[config.mk]
export PLATFORM = sky130hd
export DESIGN_NAME = ee_microwire_dev
export DESIGN_NICKNAME = d
export VERILOG_FILES = /design/src/rtl/ee_pkg.sv /design/src/rtl/ee_pin_sync.sv /design/src/rtl/ee_busy_timer.sv /design/src/rtl/ee_word_array.sv /design/src/rtl/ee_microwire_dev.sv
export SDC_FILE = /design/constraint.sdc
export NUM_CORES = 1
export LEC_CHECK = 0
export ABC_AREA = 1
export BUFFER_PORTS_ARGS = -buffer_cell sky130_fd_sc_hd__buf_2
export CORE_AREA = 2 2 402 404
export CTS_CLUSTER_DIAMETER = 150
export DETAILED_ROUTE_END_ITERATION = 10
export DIE_AREA = 0 0 404 406
export GPL_ROUTABILITY_DRIVEN = 1
export SYNTH_ARGS = -nofsm -noshare
export SYNTH_HDL_FRONTEND = slang
export SYNTH_SLANG_ARGS = --single-unit
[constraint.sdc]
create_clock -name clk -period 7.23 [get_ports clk]
set_input_delay 1.0845 -clock clk [delete_from_list [all_inputs] [get_ports clk]]
set_output_delay 1.0845 -clock clk [all_outputs]
set_load 0.02 [all_outputs]
[src/rtl/ee_pkg.sv]
package ee_pkg;

    localparam int WORD_W = 16;

    typedef logic [WORD_W-1:0] word_t;

    localparam word_t ERASED_WORD = '1;

    typedef enum logic [1:0] {
        OPC_EXT   = 2'b00,
        OPC_WRITE = 2'b01,
        OPC_READ  = 2'b10,
        OPC_ERASE = 2'b11
    } opcode_e;

    // sub-function picked by the two top address bits of opcode 00
    typedef enum logic [1:0] {
        EXT_LOCK   = 2'b00,
        EXT_FILL   = 2'b01,
        EXT_CLEAR  = 2'b10,
        EXT_UNLOCK = 2'b11
    } ext_e;

    typedef enum logic [2:0] {
        ST_IDLE,
        ST_OPC,
        ST_ADDR,
        ST_DATA,
        ST_SHIFT_OUT,
        ST_DONE
    } state_e;

    function automatic logic needs_data(opcode_e op, ext_e ext);
        return (op == OPC_WRITE) || (op == OPC_EXT && ext == EXT_FILL);
    endfunction

    function automatic logic is_prog(opcode_e op, ext_e ext);
        return (op == OPC_WRITE) || (op == OPC_ERASE) ||
               (op == OPC_EXT && (ext == EXT_FILL || ext == EXT_CLEAR));
    endfunction

endpackage

[src/rtl/ee_pin_sync.sv]
module ee_pin_sync #(
    parameter int SYNC_STAGES = 2
) (
    input  logic clk,
    input  logic rst,
    input  logic cs_pin,
    input  logic sk_pin,
    input  logic di_pin,
    output logic cs_q,
    output logic di_q,
    output logic sk_rise
);
    logic [SYNC_STAGES-1:0] cs_r;
    logic [SYNC_STAGES-1:0] di_r;
    logic [SYNC_STAGES:0]   sk_r;

    always_ff @(posedge clk) begin
        if (rst) begin
            cs_r <= '0;
            di_r <= '0;
            sk_r <= '0;
        end else begin
            cs_r <= {cs_r[SYNC_STAGES-2:0], cs_pin};
            di_r <= {di_r[SYNC_STAGES-2:0], di_pin};
            sk_r <= {sk_r[SYNC_STAGES-1:0], sk_pin};
        end
    end

    assign cs_q    = cs_r[SYNC_STAGES-1];
    assign di_q    = di_r[SYNC_STAGES-1];
    assign sk_rise = sk_r[SYNC_STAGES-1] & ~sk_r[SYNC_STAGES];

    AST_SK_RISE_SINGLE: assert property (@(posedge clk) disable iff (rst)
        sk_rise |=> !sk_rise);

endmodule

[src/rtl/ee_busy_timer.sv]
module ee_busy_timer #(
    parameter int BUSY_EDGES = 4
) (
    input  logic clk,
    input  logic rst,
    input  logic start,
    input  logic tick,
    output logic busy
);
    localparam int CW = $clog2(BUSY_EDGES + 1);

    logic [CW-1:0] cnt;

    always_ff @(posedge clk) begin
        if (rst)
            cnt <= '0;
        else if (start)
            cnt <= CW'(BUSY_EDGES);
        else if (tick && cnt != '0)
            cnt <= cnt - 1'b1;
    end

    assign busy = (cnt != '0);

    AST_BUSY_BOUNDED: assert property (@(posedge clk) disable iff (rst)
        int'(cnt) <= BUSY_EDGES);

    AST_BUSY_COUNTDOWN: assert property (@(posedge clk) disable iff (rst)
        (!start && tick && busy) |=> (cnt == $past(cnt) - 1'b1));

endmodule

[src/rtl/ee_word_array.sv]
module ee_word_array
    import ee_pkg::*;
#(
    parameter int ADDR_BITS = 6
) (
    input  logic                 clk,
    input  logic                 rst,
    input  logic                 prog_go,
    input  logic                 prog_all,
    input  logic [ADDR_BITS-1:0] prog_addr,
    input  word_t                prog_data,
    input  logic [ADDR_BITS-1:0] rd_addr,
    output word_t                rd_data
);
    localparam int DEPTH = 1 << ADDR_BITS;

    word_t mem [DEPTH];

    always_ff @(posedge clk) begin
        if (rst) begin
            for (int i = 0; i < DEPTH; i++)
                mem[i] <= ERASED_WORD;
        end else if (prog_go) begin
            if (prog_all) begin
                for (int i = 0; i < DEPTH; i++)
                    mem[i] <= prog_data;
            end else begin
                mem[prog_addr] <= prog_data;
            end
        end
    end

    assign rd_data = mem[rd_addr];

    AST_FILL_UNIFORM: assert property (@(posedge clk) disable iff (rst)
        (prog_go && prog_all) |=> (mem[0] == mem[DEPTH-1]));

endmodule

[src/rtl/ee_microwire_dev.sv]
module ee_microwire_dev
    import ee_pkg::*;
#(
    parameter int ADDR_BITS   = 6,
    parameter int BUSY_EDGES  = 4,
    parameter int SYNC_STAGES = 2
) (
    input  logic clk,
    input  logic rst,
    input  logic cs,
    input  logic sk,
    input  logic di,
    output logic dout
);
    localparam int MAX_FIELD = (WORD_W > ADDR_BITS) ? WORD_W : ADDR_BITS;
    localparam int CNT_W     = $clog2(MAX_FIELD);

    logic cs_q, di_q, sk_rise;
    logic busy;

    state_e               state;
    opcode_e              opc;
    logic [CNT_W-1:0]     cnt;
    logic [ADDR_BITS-1:0] adr;
    logic [WORD_W-2:0]    dat;
    logic [WORD_W:0]      rd_sh;
    logic                 wen;
    logic                 status_armed;

    logic [ADDR_BITS-1:0] adr_nx;
    word_t                dat_nx;
    ext_e                 ext_nx;
    logic                 step, addr_last, data_last;
    logic                 prog_go, prog_all;
    word_t                prog_data;
    logic [ADDR_BITS-1:0] prog_addr;
    word_t                rd_data;

    ee_pin_sync #(.SYNC_STAGES(SYNC_STAGES)) sync_i (
        .clk(clk), .rst(rst), .cs_pin(cs), .sk_pin(sk), .di_pin(di),
        .cs_q(cs_q), .di_q(di_q), .sk_rise(sk_rise)
    );

    ee_busy_timer #(.BUSY_EDGES(BUSY_EDGES)) timer_i (
        .clk(clk), .rst(rst), .start(prog_go), .tick(sk_rise), .busy(busy)
    );

    ee_word_array #(.ADDR_BITS(ADDR_BITS)) array_i (
        .clk(clk), .rst(rst), .prog_go(prog_go), .prog_all(prog_all),
        .prog_addr(prog_addr), .prog_data(prog_data),
        .rd_addr(adr_nx), .rd_data(rd_data)
    );

    assign adr_nx    = {adr[ADDR_BITS-2:0], di_q};
    assign dat_nx    = {dat, di_q};
    assign ext_nx    = ext_e'(adr_nx[ADDR_BITS-1 -: 2]);
    assign step      = sk_rise && cs_q;
    assign addr_last = step && state == ST_ADDR && cnt == CNT_W'(ADDR_BITS - 1);
    assign data_last = step && state == ST_DATA && cnt == CNT_W'(WORD_W - 1);
    assign prog_addr = (state == ST_ADDR) ? adr_nx : adr;

    // programming request: issued on the edge that completes the command
    always_comb begin
        prog_go   = 1'b0;
        prog_all  = 1'b0;
        prog_data = ERASED_WORD;
        if (addr_last && is_prog(opc, ext_nx) && !needs_data(opc, ext_nx)) begin
            prog_go  = wen;
            prog_all = (opc == OPC_EXT);
        end
        if (data_last) begin
            prog_go   = wen;
            prog_all  = (opc == OPC_EXT);
            prog_data = dat_nx;
        end
    end

    always_ff @(posedge clk) begin
        if (rst) begin
            state        <= ST_IDLE;
            opc          <= OPC_EXT;
            cnt          <= '0;
            adr          <= '0;
            dat          <= '0;
            rd_sh        <= '0;
            wen          <= 1'b0;
            status_armed <= 1'b0;
        end else if (!cs_q) begin
            state <= ST_IDLE;
            cnt   <= '0;
        end else if (sk_rise) begin
            case (state)
                ST_IDLE: begin
                    if (di_q && !busy) begin
                        state        <= ST_OPC;
                        cnt          <= '0;
                        status_armed <= 1'b0;
                    end
                end
                ST_OPC: begin
                    opc <= opcode_e'({opc[0], di_q});
                    if (cnt == CNT_W'(1)) begin
                        state <= ST_ADDR;
                        cnt   <= '0;
                    end else begin
                        cnt <= cnt + 1'b1;
                    end
                end
                ST_ADDR: begin
                    adr <= adr_nx;
                    if (addr_last) begin
                        cnt <= '0;
                        if (opc == OPC_READ) begin
                            rd_sh <= {1'b0, rd_data};
                            state <= ST_SHIFT_OUT;
                        end else if (needs_data(opc, ext_nx)) begin
                            state <= ST_DATA;
                        end else begin
                            state <= ST_DONE;
                            if (opc == OPC_EXT && ext_nx == EXT_UNLOCK)
                                wen <= 1'b1;
                            else if (opc == OPC_EXT && ext_nx == EXT_LOCK)
                                wen <= 1'b0;
                        end
                    end else begin
                        cnt <= cnt + 1'b1;
                    end
                end
                ST_DATA: begin
                    dat <= dat_nx[WORD_W-2:0];
                    if (data_last)
                        state <= ST_DONE;
                    else
                        cnt <= cnt + 1'b1;
                end
                ST_SHIFT_OUT: rd_sh <= {rd_sh[WORD_W-1:0], 1'b0};
                default: ;
            endcase
            if (prog_go)
                status_armed <= 1'b1;
        end
    end

    always_comb begin
        if (cs_q && state == ST_SHIFT_OUT)
            dout = rd_sh[WORD_W];
        else if (cs_q && state == ST_IDLE && status_armed)
            dout = ~busy;
        else
            dout = 1'b0;
    end

    AST_CS_LOW_IDLE: assert property (@(posedge clk) disable iff (rst)
        !cs_q |=> (state == ST_IDLE));

    AST_READ_DUMMY_ZERO: assert property (@(posedge clk) disable iff (rst)
        (state == ST_SHIFT_OUT && $past(state) != ST_SHIFT_OUT && cs_q) |-> !dout);

    AST_PROG_NEEDS_WEN: assert property (@(posedge clk) disable iff (rst)
        $rose(busy) |-> wen);

    AST_NO_START_WHILE_BUSY: assert property (@(posedge clk) disable iff (rst)
        (busy && state == ST_IDLE) |=> (state == ST_IDLE));

endmodule

==> results.py <==
metrics = {
    "critical_path": {
        "cp.arrival_ns": 5.30,
        "cp.required_ns": 7.55,
        "crit_type": "reg -> reg",
        "start_kind": "register",
        "endpoint_kind": "register",
        "cp_max_fo": 22,
        "reg2reg_depth": 11,
    },
    "logic_synthesis": {
        "ys_dominant_reg_cell": "edfxtp_1",
        "synth-seq-cells": 1083,
        "synth_top_family_by_area": "simple AND/OR/NAND/NOR gates",
        "synth-compound-area-share_pct": 1.406,
        "yosys_warnings": 0,
        "synth_area_per_cell_um2": 9.515,
        "syn_inst": 5162,
        "synthMuxAreaShare_pct": 0,
        "syn_nets": 5174,
        "yosys.area_share.simple_pct": 29.25,
        "synthAdderAreaFrac_pct": 0.1783,
        "async_reset_ff_share_pct": 0,
        "synth.distinct_cells": 37,
        "synth-edff-count": 1024,
        "synthXorXnorAreaFrac_pct": 0.03567,
        "syn-cell-area_um2": 49110,
        "yosysSeqAreaShare_pct": 65.01,
    },
    "cts": {
        "clk_pin_slew_worst_paths_ns": 0.06,
        "htree_levels": 3,
        "cts_resized": 0,
        "cts_buffer_depth": 3,
        "clk_latency_ns": 0.72,
        "postCtsSetupBuffers": 0,
        "numCtsBuffers": 116,
        "root_buffer": "clkbuf_16",
        "postCtsHoldBufs": 0,
        "cts_tree": "yes",
        "clock_sinks": 1083,
    },
    "route": {
        "ant_nets": 0,
        "drt-met1-wl_mm": 61.27,
        "drt_iter0_markers": 4766,
        "drt-total-wl_mm": 144.1,
        "drc": 0,
        "dr_wl_met3_mm": 12.21,
        "met2_length_mm": 66.21,
        "wl_per_cell_um": 20.28,
        "firstDrtPassIters": 6,
        "via_per_inst": 5.093,
        "dr.max_layer_used": "met4",
        "num_vias": 36170,
    },
    "grt": {
        "antenna_found_initial": 1,
        "grt_pass1_vias": 34040,
        "grt_max_degree": 229,
        "grtUsageTotal_pct": 17.22,
        "grt_pass1_wl_mm": 214.5,
        "grt_overflow_total": 0,
    },
    "final_layout": {
        "fin_util_pct": 34.01,
        "mostFrequentLayoutCells": "2384 x nand2_1, 1024 x edfxtp_1, 916 x nand3_1, 119 x clkbuf_16, 67 x buf_4",
        "area_delta_synth_final_pct": 10.54,
        "fin_cells": 7102,
        "fin_nets": 4931,
        "drive_above_1_share_pct": 6.839,
        "final_common_cell": "nand2_1",
    },
    "floorplan": {
        "die_width_um": 404,
        "start_util_pct": 30.76,
        "core_um2": 159600,
        "die_y_um": 406,
        "die-area_um2": 164000,
        "io_pins": 6,
        "num_rows": 147,
    },
    "timing": {
        "slew_violations": 0,
        "fin_crit_sh_pct": 68.97,
        "skew_ns": 0.03769,
        "period_needed_ns": 4.987,
        "grt_setup_unrepaired": "false",
        "finalHoldViolations": 0,
        "setup_viol": 0,
        "fin_setup_tns_ns": 0,
        "fmax_mhz": 200.5,
        "timing.hold.ws_ns": 0.3962,
        "max-slew-margin-rel_pct": 16.78,
        "tightest_slew_ns": 1.248,
        "fin_ws_ns": 2.243,
    },
    "placed_design": {
        "dp_slack_ns": 2.403,
        "place_congestion": 0.8991,
        "port_buffers": 5,
        "dpl.cell_count": 6887,
        "dpl.hpwl_mm": 84.23,
    },
    "hold_path": {
        "min_path_cells": 2,
        "hold_path_class": "reg -> reg",
    },
    "job": {
        "maxCapViolations": 0,
    },
    "power_and_ir_drop": {
        "leakage_uw": 0.01823,
        "p_per_area_nw_per_um2": 245.9,
        "vdd_drop_max_uv": 189.0,
    },
    "run_status": {
        "outcome": "finished clean",
    },
}
sequential cells by signal, summed over array words and instances (netlist names):
signal,flops
sync_i.sk_r,3
state,3
opc,2
sync_i.di_r,2
rd_sh,17
adr,6
timer_i.cnt,3
wen,1
array_i.mem,1024
sync_i.cs_r,2
cnt,4
status_armed,1
dat,15
cell usage after synthesis, types with 2 or more instances:
master / n / area [µm²]
edfxtp_1: 1024 / 30750
buf_2: 18 / 90.09
clkbuf_1: 356 / 1336
buf_4: 32 / 240.2
a211oi_1: 5 / 37.54
nand2_2: 44 / 275.3
inv_2: 3 / 11.26
nor3_1: 5 / 25.02
inv_1: 41 / 153.9
o21ai_0: 79 / 395.4
buf_1: 22 / 82.58
nand2_4: 3 / 33.78
nor2_2: 4 / 25.02
nor2_1: 78 / 292.8
a21oi_1: 39 / 195.2
nor2_4: 3 / 33.78
buf_6: 9 / 101.4
nand2_1: 2384 / 8949
nand3_1: 917 / 4589
nand4_1: 3 / 18.77
dfxtp_1: 59 / 1181
xor2_1: 2 / 17.52
or2_2: 12 / 75.07
ha_1: 7 / 87.58
layout make-up:
type                    instances  area [µm²]
well taps                    2086        2610
clock buffers                 150        3114
repair buffers                 76       608.1
clock inverters                64       488.0
diodes                          1       2.502
flip-flops and latches       1083       31940
inverters                      46       198.9
fillers                     15970      105400
multi-input cells            3596       15330
power breakdown:
group / switching (µW) / leakage [µW] / internal (µW)
Clock: 2520 / 0.00175 / 3210
Sequential: 51.0 / 0.00941 / 7010
Combinational: 437 / 0.00707 / 125
Total: 3010 / 0.0182 / 10300
path summary, 6_finish.rpt:
path	startpoint	end	slack [ns]
max	adr[3]	array_i.mem[51][1]	2.24
min	sync_i.di_r[0]	sync_i.di_r[1]	0.40
max reg2reg	adr[3]	array_i.mem[51][1]	2.24
min reg2reg	sync_i.di_r[0]	sync_i.di_r[1]	0.40
cell families after synthesis:
kind of cell | Yosys count
AO/OA/AOI/OAI | 131
XOR/XNOR | 2
adder cells (fa/ha/maj) | 7
buffers and inverters | 483
flip-flops | 1083
AND/OR/NAND/NOR | 3456
critical path: stages (launching register included):
cell	delay [ns]
dfxtp_1	0.88
inv_1	0.56
ha_1	0.44
or2_2	0.11
nand4_1	0.15
nand2_4	0.14
nand2_4	0.07
clkinv_2	0.10
nand3b_4	0.11
nor2_4	0.82
nand2_1	0.34
o21ai_2	0.84
metrics by stage:
| step | area, µm² | power [µW] |
|---|---|---|
| global placement | 50690 | 7742 |
| finish | 54290 | 13350 |
| detailed placement | 50690 | 7753 |
| global route | 54290 | 13740 |
| CTS | 54290 | 13400 |
| floorplan | 49110 | 7551 |
layer usage:
| layer | track usage (%) | vias to the layer above |
|---|---|---|
| met2 | 26.92 | 1570 |
| met4 | 5.407 | 0 |
| met5 | 0 | - |
| li1 | - | 16800 |
| met3 | 2.676 | 263 |
| met1 | 24.49 | 17540 |
(Power assumes the default switching activity.)
